## src/rtl/adc_bus_pkg.sv

```systemverilog
package adc_bus_pkg;

   localparam int unsigned BUS_W = 18;

   // lane selection, encoded as {size_sel, byte_sel}
   typedef enum logic [1:0] {
      LANE_FULL  = 2'b00,
      LANE_HI8   = 2'b01,
      LANE_LOW2  = 2'b10,
      LANE_HIGH2 = 2'b11
   } lane_e;

   function automatic logic [BUS_W-1:0] lane_fold(input logic [BUS_W-1:0] d, input lane_e m);
      logic [BUS_W-1:0] w;
      w = '1;
      unique case (m)
         LANE_FULL:  w = d;
         LANE_HI8:   w[17:10] = d[9:2];
         LANE_HIGH2: w[11:10] = d[1:0];
         LANE_LOW2:  w[3:2]   = d[1:0];
         default:    w = '1;
      endcase
      return w;
   endfunction

endpackage

```

## src/rtl/adc_conv_ctrl.sv

```systemverilog
module adc_conv_ctrl
   import adc_bus_pkg::*;
#(
   parameter int unsigned CONV_CYC  = 152,
   parameter int unsigned ABORT_MIN = 15,
   parameter int unsigned ABORT_MAX = 120
) (
   input  logic             clk,
   input  logic             rst_n,
   input  logic             conv_n,
   input  logic             sel_n,
   input  logic [BUS_W-1:0] sample_in,
   output logic             busy,
   output logic [BUS_W-1:0] result
);

   localparam int unsigned CW = $clog2(CONV_CYC + 1);
   localparam logic [CW-1:0] LAST_C = CW'(CONV_CYC - 1);
   localparam logic [CW-1:0] WMIN_C = CW'(ABORT_MIN);
   localparam logic [CW-1:0] WMAX_C = CW'(ABORT_MAX);

   logic          conv_d, sel_d;
   logic [CW-1:0] cnt;
   logic [CW-1:0] elapsed;
   logic          conv_fall, sel_fall, in_win, abort_hit, done_hit;

   always_comb begin
      conv_fall = conv_d & ~conv_n;
      sel_fall  = sel_d & ~sel_n;
      elapsed   = cnt + CW'(1);
      in_win    = busy && (elapsed >= WMIN_C) && (elapsed <= WMAX_C);
      abort_hit = in_win && ((conv_fall && !sel_n) || sel_fall);
      done_hit  = busy && (cnt == LAST_C);
   end

   always_ff @(posedge clk) begin
      if (!rst_n) begin
         conv_d <= 1'b1;
         sel_d  <= 1'b1;
         busy   <= 1'b0;
         cnt    <= '0;
         result <= '0;
      end else begin
         conv_d <= conv_n;
         sel_d  <= sel_n;
         if (!busy) begin
            if (conv_fall) begin
               busy <= 1'b1;
               cnt  <= '0;
            end
         end else if (abort_hit) begin
            busy <= 1'b0;
         end else if (done_hit) begin
            busy   <= 1'b0;
            result <= sample_in;
         end else begin
            cnt <= elapsed;
         end
      end
   end

endmodule

```

## config.mk

```make
export PLATFORM = sky130hd
export DESIGN_NAME = adc_conv_ctrl
export DESIGN_NICKNAME = d
export VERILOG_FILES = /design/src/rtl/adc_bus_pkg.sv /design/src/rtl/adc_conv_ctrl.sv
export SDC_FILE = /design/constraint.sdc
export NUM_CORES = 1
export LEC_CHECK = 0
export BUFFER_PORTS_ARGS = -buffer_cell sky130_fd_sc_hd__buf_2
export CORE_MARGIN = 3
export CORE_UTILIZATION = 41
export CTS_CLUSTER_SIZE = 10
export DETAILED_ROUTE_END_ITERATION = 10
export PLACE_DENSITY = 0.65
export SYNTH_ARGS = -nofsm -noshare
export SYNTH_HDL_FRONTEND = slang
export SYNTH_SLANG_ARGS = --single-unit
export TNS_END_PERCENT = 5
```

## constraint.sdc

```tcl
create_clock -name clk -period 2.3 [get_ports clk]
set_input_delay 0.23 -clock clk [delete_from_list [all_inputs] [get_ports clk]]
set_output_delay 0.23 -clock clk [all_outputs]
set_load 0.005 [all_outputs]
```

# Word level (Yosys, flattened, before mapping)
# Cells that the tools add are included.
# totals
output_inout_bits	19
mem_count	0
ramBits	0
ff_bits	29
latchBits	0
wordCells	34
rom_bits	0
# classes
multipliers	0
n_eq_ne	3
addsub	1
n_reduce_logical	10
n_lt_le_gt_ge	2
shifts	0
n_div	0
mux	8
bitwise_logic	5
# ops
operator	n
2-to-1 mux 8 bit	4
adder 8 x 1 -> 8 bit (second input constant)	1
equality test 8 bit (second input constant)	1
>= comparator 8 x 4 -> 1 bit (second input constant)	1
less-or-equal comparator 8 x 7 -> 1 bit (second input constant)	1
AND reduction 3 bit	2
logical AND 1 bit	5
2-to-1 mux 1 bit	4
!= test 2 bit (second input constant)	2
inverter 1 bit	3
bitwise AND 1 bit	2
nonzero test 2 bit	1
zero test 1 bit	1
logical OR 1 bit	1

# Depth between registers and ports, before layout
# Gate-level depths: netlist (run 1).
# depth
ltp_word	7
mapped_depth	8
mapped_depth_nobuf	7

# Worst setup path after synthesis (run 1)
# Ideal clock, no wire load.
# synth_timing
path_type	register to register
from	register cnt[1]
to	register cnt[4]
required_ps	2178
period_less_slack_ps	1904
stages_incl_launch_ff	8
n_path_buf	0
slack_ps	396
arrival_time_ps	1782
path_cell_list	dfxtp_1 ha_1 and2b_1 o221ai_1 o2111ai_2 a22oi_2 nor3b_1 a221o_1
# synth_via
elab_chain_cells	7
# synth_rtl
item	line_no	source
start, declared	adc_conv_ctrl.sv:23	logic [CW-1:0] cnt;
start signal, assigned	adc_conv_ctrl.sv:57	cnt <= elapsed;
adder 8 x 1 -> 8 bit	adc_conv_ctrl.sv:30	elapsed = cnt + CW'(1);
>= comparator 8 x 4 -> 1 bit	adc_conv_ctrl.sv:31	in_win = busy && (elapsed >= WMIN_C) && (elapsed <= WMAX_C);
logical AND 1 bit (2 in a row)	adc_conv_ctrl.sv:31	
logical AND 1 bit	adc_conv_ctrl.sv:32	abort_hit = in_win && ((conv_fall && !sel_n) || sel_fall);
!= test 2 bit (no line)	--	
AND reduction 3 bit (no line)	--	
# Several ways; a longest one is shown, not always the timed one. The select of a mux whose other input is x is not followed.
# A chain may end at the register's enable or synchronous reset.

# Worst setup path in the final report (run 1)
# layout_timing
from	register cnt[0]
to	register cnt[5]
# The elaborated chain is that of the path after synthesis.

==> out/results.tsv, run 1 <==
stage	metric	value	unit
status	status	complete, no violations	
yosys	Post-Synth XOR/XNOR Area	0	
yosys	largest cells by area after synthesis	dfxtp_1, a21boi_0, nand2_1, a221o_1, buf_6	
yosys	adder-cell share of the synthesized area	0.01739	
global_routing	met2 GRT Util	0.2630	
yosys	simple-gate share of the synthesized area	0.2670	
pwr	leak pwr	0.0007131	uW
critical_path	Worst EP required	2.52	ns
pwr	switch share	0.2281	
layout	commonest cells after routing, fill and taps aside	buf_2, nand2_1, dfxtp_1	
timing	worst setup margin	0.1646	ns
critical_path	startpoint type of the worst setup path	flip-flop	
pwr	VDD IR max	0.3389	mV
pwr	clock share of power	0.378	
min_path	Tightest Hold Check Type	in2reg	
timing	Hold Vio Cnt, Final	0	
critical_path	cell breakdown of the critical path	ha_2, and2b_1, o221ai_1, o2111ai_2, a22oi_2, nor3_1, a221o_1	
clock_tree	CTS tree	yes	
routing	mean routed wirelength per cell	13.06	um
routing	DR iter-0 viols	25	
placed_design	Routability Congestion	0.8466	
critical_path	critical path class	reg2reg	
yosys	syn nets	181	
global_routing	GRT overflow	0	
layout	Layout Nets	221	
routing	routed via count	1227	
critical_path	worst stage delay on the critical path	0.43	ns
global_routing	initial antenna violation count	0	
global_routing	vias in the first global route	1189	
routing	drt first pass iters	4	
clock_tree	clk sink count	29	
yosys	async set-reset flop share out of synthesis	0	
timing	smallest hold slack	0.1138	ns
placed_design	hpwl dp	2.287	mm
critical_path	slowest library cell on the worst path	dfxtp_1	
layout	layout cells sized above 1	0.3485	
yosys	Post-synth top flop	dfxtp_1	
layout	area growth from synthesis to layout	19.22	%
timing	final period utilization	0.9284	
yosys	Yosys top cell area share	0.4035	
pwr	Comb pwr share	0.067	
global_routing	GR Util met1	0.2059	
pwr	switching power	212.3	uW
die	# rows	20	
global_routing	global-route wire length before repair	5.457	mm
clock_tree	Clock Latency Late Sink	0.33	ns
pwr	part of the power in registers	0.555	
global_routing	Top Usage Layer GRT	met2	
clock_tree	clock tree buffer depth	2	
routing	Post-DRT Antenna Nets	0	
clock_tree	CTS Root Buffer Type	clkbuf_4	
yosys	post-synthesis sequential area ratio	0.4035	
routing	DRT Wirelength	3.160	mm
global_routing	grt met3 use	0.06154	
yosys	synthesized instance count	157	
yosys	Mapped Area	1439	um2
timing	RSZ-0062 raised after global routing	false	
placed_design	pre-CTS worst setup slack	0.09496	ns
yosys	Avg Cell Area, Syn	9.165	um2
yosys	library cells used by synthesis	45	
pwr	Power Density	542.5	nW/um2
yosys	Seq cells post-synth	29	
yosys	Synth Warn #	0	
die	starting density of the core	0.4492	
critical_path	CP endpoint kind	flip-flop	
die	die area	4256	um2
timing	Setup violations, final	0	
die	die height	65.24	um
global_routing	Overall Global Routing Usage	0.1664	
pwr	Final Power	930.5	uW
layout	ANT cells	0	
clock_tree	clock slew at reported path FFs	0.10	ns
critical_path	critical path arrival	2.36	ns
global_routing	largest net degree at the start of global routing	24	
routing	routed vias/inst	5.070	
flow_run	max cap viols	0	
critical_path	Worst Path Max Fanout	7	
die	Ports	41	
yosys	post-synthesis mux area share	0.01478	
timing	min Tclk post-route	2.135	ns
placed_design	# port buffers	40	
layout	commonest non-fill, non-tap cell in the layout	buf_2	
die	Die X	65.24	um
clock_tree	H-tree depth	2	
yosys	number of synthesized flops with an enable pin	0	
timing	Max Slew Vio Count	0	
timing	total negative slack	0	ns
timing	Slew @ Worst Pin	0.4524	ns
layout	fillers	309	
yosys	largest family of logic cells by synthesized area	simple AND/OR/NAND/NOR gates	
pwr	cell internal pwr	718.3	uW
clock_tree	CTS Buf Count	5	
die	CORE AREA	3203	um2
timing	Rel. slew slack	0.6968	
timing	clock skew	0.01122	ns
timing	f_max	468.3	MHz
yosys	Synth Area in Compound Gates	0.2426	
routing	DRC violations left	0	
yosys	Synth area leader	dfxtp_1	
==> layout make-up <==
class | instances | area, um2 | area share
tap | 44 | 55.05 | 0.03209
sequential | 29 | 581.8 | 0.3392
clock buffer | 7 | 65.06 | 0.03793
clock inverter | 1 | 5.005 | 0.002918
multi-input combinational | 116 | 782.0 | 0.4559
timing repair buffer | 42 | 215.2 | 0.1255
inverter | 3 | 11.26 | 0.006565
==> critical path: cells and delay by family (launching register included) <==
family	cells	cell delay [ns]
AND/OR/NAND/NOR	2	0.30
AO/OA/AOI/OAI	4	1.04
flip-flops	1	0.43
adder cells (fa/ha/maj)	1	0.26
==> through the flow <==
| step | utilization | area (um2) | cells |
|---|---|---|---|
| 6_report | 0.5355 | 1715 | 242 |
| 5_1_grt | 0.5355 | 1715 | 242 |
| 4_1_cts | 0.5320 | 1704 | 241 |
| 3_5_place_dp | 0.5102 | 1634 | 233 |
| 3_3_place_gp | 0.5102 | 1634 | 233 |
| 2_1_floorplan | - | 1439 | 157 |
==> Yosys cell counts, drive strengths merged (2+ instances only) <==
| cell | number |
|---|---|
| o2111ai | 2 |
| o21ai | 2 |
| and4 | 2 |
| clkbuf | 3 |
| a221o | 4 |
| a21o | 3 |
| a21boi | 21 |
| and2b | 3 |
| nor3 | 5 |
| nand2 | 40 |
| nor3b | 2 |
| or2 | 2 |
| nand3 | 3 |
| inv | 3 |
| ha | 2 |
| buf | 6 |
| and2 | 4 |
| dfxtp | 29 |
| nand2b | 2 |
| and3 | 3 |
==> metal layers <==
layer / wire length [um] / share of wire
met1: 1393 / 0.44
met2: 1565 / 0.50
met3: 170 / 0.054
met4: 30 / 0.0095
met5: 0 / 0
==> state kept, by name, indices dropped and copies added (netlist names) <==
signal	cells
busy	1
cnt	8
conv_d	1
result	18
sel_d	1
==> power by group through the flow <==
| stage | registers (uW) | logic [uW] | clock network [uW] |
|---|---|---|---|
| 2_1_floorplan | 526 | 33.4 | 0 |
| 3_3_place_gp | 527 | 58.3 | 0 |
| 3_5_place_dp | 527 | 59.9 | 0 |
| 4_1_cts | 516 | 60.8 | 362 |
| 5_1_grt | 518 | 70.1 | 388 |
| 6_report | 516 | 62.6 | 352 |
==> path summary, 6_finish.rpt <==
path,slack (ns),cells after the start,to,start
worst max register to register,0.16,7,cnt[5],cnt[0]
worst max-delay path,0.16,7,cnt[5],cnt[0]
worst min-delay path,0.11,2,conv_d,conv_n
worst min register to register,0.46,2,result[1],result[1]
==> cell families (layout without fill, tap and decap cells) <==
kind of cell / after synthesis / after routing
and+or+nand+nor: 72 / 72
adders and majority gates: 2 / 2
muxes: 2 / 2
DFF: 29 / 29
AOI/OAI and AO/OA: 40 / 40
buffers and inverters: 12 / 53
==> timing repair <==
item	CTS	global route
hold buffers	0	0
endpoints found under the setup margin	0	4
resized for setup	0	2
setup buffers	0	1
hold endpoints to repair	0	0
Power figures use the tool's default switching activity.
==> run 2, diff against run 1 <==
Settings changed: CELL_PAD_IN_SITES_DETAIL_PLACEMENT from default to 0, CELL_PAD_IN_SITES_GLOBAL_PLACEMENT from default to 1, CORE_UTILIZATION 41 to 38, PLACE_DENSITY 0.65 to default, PLACE_DENSITY_LB_ADDON from default to 0.1.
==> run 2 against run 1 <==
Effect of this change:
- utilization decreased by 3.7 points
- die area up 7.2%
- sequential share of layout area shrank 0.51 points
- hold slack improved by 0.045 ns
- critical path depth fell by 1
- clock power is 16% higher
- first-iteration DRC count increased by 130%
- routed wire length decreased by 1.8%
- combinational power decreased by 0.8%
- final area is 1.5% higher
- via count barely moved
- final cell count increased by 0.83%
- critical path type unchanged
- highest routed layer unchanged
==> out/results.tsv, run 2 (synthesis gave the netlist of run 1 again) <==
stage	metric	value	unit	change
routing	wl on met1	1.418	mm	+1.8%
critical_path	worst r2r src	cnt[2]		
critical_path	critical path arrival	2.25	ns	-0.11 ns
layout	commonest cells after routing, fill and taps aside	buf_2, nand2_1, dfxtp_1		
layout	area growth from synthesis to layout	21.04	%	
pwr	leak pwr	0.0007202	uW	+1.0%
routing	routed vias/inst	5.033		-0.74%
timing	min Tclk post-route	2.086	ns	-0.04934 ns
critical_path	Setup crit start	cnt[2]		
critical_path	worst stage delay on the critical path	0.52	ns	+0.09 ns
status	status	complete, no violations		
flow_run	max cap viols	0		unchanged
layout	max reg flops	18		unchanged
layout	Top reg by flops	result		
layout	fillers	354		+15%
timing	clock skew	0.007186	ns	-0.004037 ns
placed_design	Routability Congestion	0.7748		-8.5%
min_path	Hold Startpoint	sel_n		
clock_tree	clock slew at reported path FFs	0.06	ns	-0.04 ns
clock_tree	Clock Latency Late Sink	0.27	ns	-0.06 ns
timing	RSZ-0062 raised after global routing	false		
critical_path	R2R setup slack	0.21	ns	+0.05 ns
clock_tree	clk sink count	29		unchanged
routing	DR iter-0 viols	58		+130%
critical_path	Worst Path Max Fanout	12		+5
global_routing	GRT overflow	0		unchanged
die	Die X	67.54	um	+3.5%
placed_design	Placed Cells	236		+1.3%
routing	DRT Wirelength	3.104	mm	-1.8%
timing	Max Slew Vio Count	0		unchanged
global_routing	Overall Global Routing Usage	0.1585		-0.007911
layout	Layout Nets	222		+0.45%
routing	DRC violations left	0		unchanged
die	die area	4561	um2	+7.2%
timing	f_max	479.4	MHz	+2.4%
routing	met2 wire length	1.428	mm	-8.8%
placed_design	# port buffers	40		unchanged
routing	routed via count	1228		+0.081%
layout	Final Non-Filler Cells	244		+0.83%
critical_path	CP delay by family, top	compound AO/OA/AOI/OAI gates		
critical_path	Worst EP required	2.46	ns	-0.06 ns
critical_path	cell breakdown of the critical path	and4_4, mux2i_1, a31o_2, a31oi_4, o21a_4, a221o_1		
routing	mean routed wirelength per cell	12.72	um	-2.6%
min_path	Tightest Hold Check Type	in2reg		
critical_path	critical path class	reg2reg		
timing	total negative slack	0	ns	unchanged
routing	drt first pass iters	6		+2
timing	Slew @ Worst Pin	0.4542	ns	+0.001809 ns
routing	top sig layer	met4		
layout	layout cells sized above 1	0.3434		-0.005051
min_path	WHS Path Cells	2		unchanged
timing	Hold Vio Cnt, Final	0		unchanged
timing	Setup violations, final	0		unchanged
clock_tree	H-tree depth	2		unchanged
critical_path	slowest library cell on the worst path	dfxtp_1		
min_path	Min-Delay Endpoint	sel_d		
routing	metal3 WL	214	um	+26%
pwr	VDD IR max	0.3563	mV	+5.1%
timing	Rel. slew slack	0.6956		-0.001213
clock_tree	CTS Buf Count	5		unchanged
layout	ANT cells	0		unchanged
die	Ports	41		unchanged
critical_path	reg2reg end	cnt[5]		
critical_path	CP bufs+invs	0		unchanged
global_routing	global-route wire length before repair	5.326	mm	-2.4%
timing	final period utilization	0.9070		-0.02145
critical_path	startpoint type of the worst setup path	flip-flop		
critical_path	cell count of the worst reg-to-reg path	6		-1
global_routing	vias in the first global route	1186		-0.25%
routing	Post-DRT Antenna Nets	0		unchanged
die	die height	67.54	um	+3.5%
critical_path	CP endpoint kind	flip-flop		
die	starting density of the core	0.4117		-0.03748
die	# rows	21		+5.0%
placed_design	hpwl dp	2.229	mm	-2.5%
layout	commonest non-fill, non-tap cell in the layout	buf_2		
clock_tree	CTS Root Buffer Type	clkbuf_8		
pwr	Power Density	567.8	nW/um2	+4.7%
clock_tree	clock tree buffer depth	2		unchanged
die	CORE AREA	3495	um2	+9.1%
global_routing	initial antenna violation count	0		unchanged
global_routing	largest net degree at the start of global routing	24		unchanged
clock_tree	CTS tree	yes		
layout	top flop regs	result x18, cnt x8		
## run 2: cell types whose count changed in the layout (fill, tap and decap cells not counted), sizes merged
| cell | before | now |
|---|---|---|
| buf | 42 | 43 |
| clkinv | 1 | 0 |
## run 2: cell type report
class                      instances  area (um2)  area share
sequential                        29       581.8      0.3341
timing repair buffer              43       222.7      0.1279
inverter                           3       11.26    0.006466
multi-input combinational        116       782.0      0.4490
tap                               46       57.56     0.03305
clock buffer                       7       86.33     0.04957
## run 2: worst max-delay path by stage
| stage | end | slack [ns] | depth (start not counted) |
|---|---|---|---|
| 2_1_floorplan | cnt[4] | 0.40 | 7 |
| 3_3_place_gp | cnt[4] | 0.24 | 7 |
| 3_5_place_dp | cnt[2] | 0.18 | 7 |
| 4_1_cts | cnt[4] | 0.18 | 7 |
| 5_1_grt | cnt[3] | 0.03 | 8 |
| 6_report | cnt[5] | 0.21 | 6 |
## run 2: stage by stage
stage,setup slack [ns],hold slack (ns),power (uW),utilization,cell area [um2]
after floorplan,0.3963,0.3030,559.1,-,1439
after global placement,0.2380,0.4274,585.7,0.4705,1644
after detailed placement,0.1799,0.4352,587.8,0.4705,1644
after CTS,0.1762,0.1519,1002,0.4952,1730
after global routing,0.02630,0.1574,1037,0.4984,1742
final,0.2140,0.1585,989.0,0.4984,1742
## run 2: power breakdown
group | internal, uW | total, uW | leakage, uW | switching (uW)
logic | 33.1 | 62.1 | 0.000441 | 29.0
clock network | 237 | 410 | 0.0000443 | 174
registers | 509 | 517 | 0.000235 | 7.96
## run 2: metal layers
metal,GRT usage,vias to the layer above
li1,-,631
met1,0.1880,556
met2,0.2552,35
met3,0.05324,6
met4,0.07595,0
met5,0,-
## run 2: what timing repair did
action | CTS | global route
hold buffers | 0 | 0
resized for setup | 0 | 2
endpoints found under the setup margin | 0 | 4
buffers inserted | 0 | 1
